==> config.mk <==
export PLATFORM = sky130hd
export DESIGN_NAME = semaphoreBank
export DESIGN_NICKNAME = d
export VERILOG_FILES = /design/src/rtl/semBankPkg.sv /design/src/rtl/semCtrl.sv /design/src/rtl/semDatapath.sv /design/src/rtl/semaphoreBank.sv
export SDC_FILE = /design/constraint.sdc
export NUM_CORES = 1
export LEC_CHECK = 0
export BUFFER_PORTS_ARGS = -buffer_cell sky130_fd_sc_hd__buf_2
export CORE_AREA = 2 2 77 79
export CTS_BUF_LIST = sky130_fd_sc_hd__clkbuf_4
export DETAILED_ROUTE_END_ITERATION = 8
export DIE_AREA = 0 0 79 81
export PLACE_DENSITY = 0.78
export SKIP_LAST_GASP = 1
export SLEW_MARGIN = 20
export SYNTH_ARGS = -nofsm -noshare
export SYNTH_HDL_FRONTEND = slang
export SYNTH_HIERARCHICAL = 1
export SYNTH_SLANG_ARGS = --single-unit
export TNS_END_PERCENT = 20
==> constraint.sdc <==
create_clock -name clk -period 1.95 [get_ports clk]
set_input_delay 0.2925 -clock clk [delete_from_list [all_inputs] [get_ports clk]]
set_output_delay 0.2925 -clock clk [all_outputs]
set_load 0.02 [all_outputs]
==> src/rtl/semBankPkg.sv <==
`timescale 1ns/1ps
package semBankPkg;

  typedef enum logic [1:0] {
    OWN_NONE  = 2'd0,
    OWN_LEFT  = 2'd1,
    OWN_RIGHT = 2'd2
  } semOwner_e;

  typedef enum logic [1:0] {
    OP_NONE  = 2'd0,
    OP_CLAIM = 2'd1,
    OP_DROP  = 2'd2
  } semOp_e;

  // One flag: current holder plus a claim waiting from the non-holder
  typedef struct packed {
    semOwner_e owner;
    logic      waiting;
  } semLatch_t;

  typedef struct packed {
    semOp_e op;
    logic   rdEn;
  } portStrobe_t;

  typedef struct packed {
    portStrobe_t left;
    portStrobe_t right;
  } bankStrobe_t;

  localparam semLatch_t LATCH_FREE = '{owner: OWN_NONE, waiting: 1'b0};

  // Effect of one port's operation on one flag
  function automatic semLatch_t applyOp(semLatch_t cur, semOp_e op, semOwner_e me);
    semLatch_t nxt;
    semOwner_e other;
    nxt   = cur;
    other = (me == OWN_LEFT) ? OWN_RIGHT : OWN_LEFT;
    case (op)
      OP_CLAIM: begin
        if (cur.owner == OWN_NONE) begin
          nxt.owner   = me;
          nxt.waiting = 1'b0;
        end else if (cur.owner == other) begin
          nxt.waiting = 1'b1;
        end
      end
      OP_DROP: begin
        if (cur.owner == me) begin
          nxt.owner   = cur.waiting ? other : OWN_NONE;
          nxt.waiting = 1'b0;
        end else if (cur.owner == other) begin
          nxt.waiting = 1'b0;
        end
      end
      default: nxt = cur;
    endcase
    return nxt;
  endfunction

endpackage

==> src/rtl/semCtrl.sv <==
`timescale 1ns/1ps
module semCtrl
  import semBankPkg::*;
(
  input  logic        lSemN,
  input  logic        lRwN,
  input  logic        lOeN,
  input  logic        lWrBit,
  input  logic        rSemN,
  input  logic        rRwN,
  input  logic        rOeN,
  input  logic        rWrBit,
  output bankStrobe_t strobes
);

  function automatic portStrobe_t decodePort(logic semN, logic rwN, logic oeN, logic wrBit);
    portStrobe_t s;
    s.rdEn = !semN && rwN && !oeN;
    if (!semN && !rwN) s.op = wrBit ? OP_DROP : OP_CLAIM;
    else               s.op = OP_NONE;
    return s;
  endfunction

  always_comb begin
    strobes.left  = decodePort(lSemN, lRwN, lOeN, lWrBit);
    strobes.right = decodePort(rSemN, rRwN, rOeN, rWrBit);
  end

endmodule

==> src/rtl/semDatapath.sv <==
`timescale 1ns/1ps
module semDatapath
  import semBankPkg::*;
#(
  parameter int SEM_ADDR_W = 3,
  localparam int NUM_SEM   = 1 << SEM_ADDR_W
) (
  input  logic                  clk,
  input  logic                  rstN,
  input  bankStrobe_t           strobes,
  input  logic [SEM_ADDR_W-1:0] lIdx,
  input  logic [SEM_ADDR_W-1:0] rIdx,
  output logic                  lRdBit,
  output logic                  rRdBit
);

  logic [NUM_SEM-1:0] heldLeft;
  logic [NUM_SEM-1:0] heldRight;

  for (genvar g = 0; g < NUM_SEM; g++) begin : gLatch
    semLatch_t stateQ;
    semLatch_t afterLeft;
    semLatch_t stateD;
    semOp_e    leftOp;
    semOp_e    rightOp;

    always_comb begin
      leftOp    = (lIdx == SEM_ADDR_W'(g)) ? strobes.left.op  : OP_NONE;
      rightOp   = (rIdx == SEM_ADDR_W'(g)) ? strobes.right.op : OP_NONE;
      // left write resolved first, right write sees its result
      afterLeft = applyOp(stateQ, leftOp, OWN_LEFT);
      stateD    = applyOp(afterLeft, rightOp, OWN_RIGHT);
    end

    always_ff @(posedge clk or negedge rstN) begin
      if (!rstN) stateQ <= LATCH_FREE;
      else       stateQ <= stateD;
    end

    assign heldLeft[g]  = (stateQ.owner == OWN_LEFT);
    assign heldRight[g] = (stateQ.owner == OWN_RIGHT);
  end

  assign lRdBit = ~(strobes.left.rdEn  & heldLeft[lIdx]);
  assign rRdBit = ~(strobes.right.rdEn & heldRight[rIdx]);

endmodule

==> src/rtl/semaphoreBank.sv <==
`timescale 1ns/1ps
module semaphoreBank
  import semBankPkg::*;
#(
  parameter int SEM_ADDR_W = 3
) (
  input  logic                  clk,
  input  logic                  rstN,
  input  logic                  lSemN,
  input  logic                  lRwN,
  input  logic                  lOeN,
  input  logic [SEM_ADDR_W-1:0] lIdx,
  input  logic                  lWrBit,
  output logic                  lRdBit,
  input  logic                  rSemN,
  input  logic                  rRwN,
  input  logic                  rOeN,
  input  logic [SEM_ADDR_W-1:0] rIdx,
  input  logic                  rWrBit,
  output logic                  rRdBit
);

  bankStrobe_t strobes;

  semCtrl i_ctrl (
    .lSemN  (lSemN),
    .lRwN   (lRwN),
    .lOeN   (lOeN),
    .lWrBit (lWrBit),
    .rSemN  (rSemN),
    .rRwN   (rRwN),
    .rOeN   (rOeN),
    .rWrBit (rWrBit),
    .strobes(strobes)
  );

  semDatapath #(.SEM_ADDR_W(SEM_ADDR_W)) i_data (
    .clk    (clk),
    .rstN   (rstN),
    .strobes(strobes),
    .lIdx   (lIdx),
    .rIdx   (rIdx),
    .lRdBit (lRdBit),
    .rRdBit (rRdBit)
  );

endmodule

==> results by group <==
Outcome
  – Status: complete, but fails checks
  – Failing checks: negative setup slack

STA
  – Hold slack: 0.481 ns
  – Slew Viols, Final: 0
  – Period utilization: 109%
  – Final setup violation count: 12
  – Relative slew slack: between 60% and 70%
  – Clock Skew: roughly 0.0034 ns
  – Worst Setup Slack, final: -0.178 ns
  – Fin. Hold Viols: 0
  – Fmax: ~0.47 GHz
  – Slew at the pin with the worst max-slew slack: 0.573 ns
  – Total negative setup slack: -0.948 ns
  – Fin crit period: approximately 2.1 ns
  – RSZ-0062 raised after global routing: true

Drt
  – First DRT Iteration DRCs: 176
  – Wire length per cell: 15.1 um
  – DRC: 0
  – Met2 WL: 3920 um
  – Routed wire length: between 7000 and 8000 um
  – DR top layer: met4
  – Post-DRT Antenna Nets: 0
  – Met1 Routed Length: around 3300 um
  – DR vias: 3023
  – DR WL met3: 267 um
  – Drt pass-1 iters: 4
  – Vias per inst: 6.01

Power and ir drop
  – Worst VDD drop: 0.228 mV
  – Cell Pwr Density: 368 nW/um^2
  – Leakage: between 1.5 and 2 nW

GRT
  – Vias in the first global route: about 2800
  – Remaining Overflow, GRT: 0
  – All-layer global routing usage: about a quarter
  – First-pass GRT wire length: approximately 13000 um
  – Initial antenna violation count: 0
  – Largest net degree at the start of global routing: 25

Synthesis
  – Syn Area/Cell: slightly above 8 sq um
  – Net Count, Synth: between 400 and 500
  – Async S/R FF share, synth: 100%
  – Synth area leader: dfrtp_1
  – Area share of the largest cell type after synthesis: about a fifth
  – Sequential element share of the synthesized area: about a fifth
  – Cell variety after synth: 47
  – Dominant synthesized flop cell: dfrtp_1
  – Top post-synthesis cells by area: dfrtp_1, ha_1, inv_1
  – Syn. warnings: 6
  – #FFs+latches synth: 24
  – Cells after synthesis: 370
  – Number of synthesized flops with an enable pin: 0
  – Synth Cell Area: about 3000 sq um

Final layout
  – Biggest registers after layout: i_data/gLatch.stateQ x24
  – P&R area growth vs syn: 26.3%
  – Finished Layout Cells: 503
  – Most flops, register: i_data/gLatch.stateQ
  – Final net count: between 400 and 500
  – Layout cells sized above 1: between 20 and 30%
  – Antenna diode count: 0
  – Largest register FFs: 24
  – Finished Cell Area: 3780 sq um

Setup path
  – Worst setup SP type: input pin
  – CP required: roughly 2.2 ns
  – Worst setup EP type: flop
  – R2r setup slk: around 0.30 ns
  – Length in cells of the worst reg-to-reg path: 6
  – Max FO, Critical Path: 5
  – CP arrival: 2.35 ns
  – Critical path class: in -> reg

Floorplanning
  – I/O pin count: 18
  – Row Count: 28
  – Starting density of the core: roughly 53%
  – Die span in x: 79 um
  – Core Area: roughly 5700 sq um
  – Die height: just over 80 um
  – DIE AREA: approximately 6400 sq um

Clock tree
  – H-tree levels: 1
  – Clk buf depth: 2
  – Clock slew at reported path FFs: between 0.1 and 0.15 ns
  – CTS tree: yes
  – TritonCTS buffer count: 3
  – Clock Sinks: 24
  – Worst skew pair latency: around 0.32 ns
  – CTS Root Cell: clkbuf_4

Placed design
  – Dpl cell area: between 3000 and 4000 sq um
  – Hpwl dp: just under 6000 um
  – GPL Wtd Cong: around 0.91
  – I/O Buffers: 17
  – Placed cells: 489
  – Dpl ws: -0.548 ns

Flow run
  – Maxcap violations: 0

Min path
  – Hold Crit Class: in -> async
[kinds of logic (layout without fill, tap and decap cells)]
group | after synthesis | after routing | share of synthesized area [%]
XOR/XNOR | 15 | 15 | 4.39
AND/OR/NAND/NOR | 128 | 128 | 26.0
buffers and inverters | 66 | 124 | 9.28
flip-flops | 24 | 24 | 20.1
AO/OA/AOI/OAI | 105 | 105 | 26.8
adder cells (fa/ha/maj) | 32 | 32 | 13.4
[timing repair]
item                                    CTS  global route
buffers inserted                          6             3
hold buffers                              1             0
gates resized for setup                  20            13
endpoints found under the setup margin   10            23
gates cloned                              0             0
pin swaps                                10            12
hold endpoints to repair                 24             0
[placed cells by master (no fill, tap or decap), types with 7 or more instances in the layout]
master	synthesis	layout
ha_1	32	26
nor3b_1	7	7
o31ai_1	7	7
nor2_1	31	30
o21ai_1	14	14
nand2_1	14	10
dfrtp_1	24	22
and3b_1	9	8
xnor2_1	15	13
inv_1	45	41
nand3b_1	11	11
nand3_1	19	17
buf_2	12	14
a21oi_1	20	20
buf_4	0	57
o21a_1	8	8
[area by class of cell]
cell class,count,area [sq um]
fill,475,1900
inverter,45,169
clock buffer,3,22.5
clock inverter,1,3.75
sequential,24,603
timing repair buffer,75,549
tap,75,93.8
multi-input combinational,280,2340
[per-layer routing]
layer  track usage (%)  up-vias
li1                  -     1468
met1              31.0     1481
met2              44.7       64
met3              1.89       10
met4              6.03        0
met5                 0        -
[power breakdown]
group	internal, W	leakage (nW)	switching, W	total, W
registers	0.000540	0.322	0.000103	0.000642
logic	0.000272	1.48	0.000242	0.000514
clock network	0.0000750	0.0154	0.000161	0.000236
[path summary, 6_finish.rpt]
| kind | to | from |
|---|---|---|
| worst max-delay path | i_data/gLatch[1].stateQ[0] | lRwN |
| max in group asynchronous | i_data/gLatch[6].stateQ[1] | rstN |
| min in group clk | i_data/gLatch[1].stateQ[0] | i_data/gLatch[1].stateQ[0] |
| worst max register to register | i_data/gLatch[5].stateQ[0] | i_data/gLatch[5].stateQ[2] |
| worst min-delay path | i_data/gLatch[6].stateQ[0] | rstN |
| worst min register to register | i_data/gLatch[1].stateQ[0] | i_data/gLatch[1].stateQ[0] |
[per-stage QoR]
step | util, % | power (W)
floorplan | - | 0.000973
global placement | 62.3 | 0.00111
detailed placement | 62.3 | 0.00112
CTS | 65.2 | 0.00138
global route | 66.6 | 0.00149
finish | 66.6 | 0.00139
[worst max-delay path, stage by stage]
cell	delay (ns)
buf_8	0.10
nor3b_4	0.28
nor2b_4	0.25
buf_4	0.13
nand2_2	0.07
ha_4	0.29
and3b_1	0.17
o22a_1	0.23
xnor2_1	0.14
a221oi_1	0.29
o21ai_1	0.09
[cell usage after synthesis, types with 3 or more instances]
library cell and number:
o21ai_1 14, nand3b_1 11, a31oi_1 3, nand3_1 19, a211oi_1 3, o22a_1 6
nand2_1 14, nor2b_1 7, ha_1 32, nor3b_2 4, inv_1 45, and3b_1 9
a2bb2oi_2 3, buf_2 12, a221o_1 6, o22ai_2 3, nor4b_1 3, o21a_1 8
dfrtp_1 24, nor3b_1 7, o22ai_1 6, nor2_1 31, a21oi_1 20, xnor2_1 15
a211o_1 4, a221oi_1 7, nand2b_1 3, nand4b_1 3, nor3_1 6, nand4_1 3
nor4bb_1 5, o31ai_1 7, clkbuf_1 7
(Power assumes the default switching activity.)
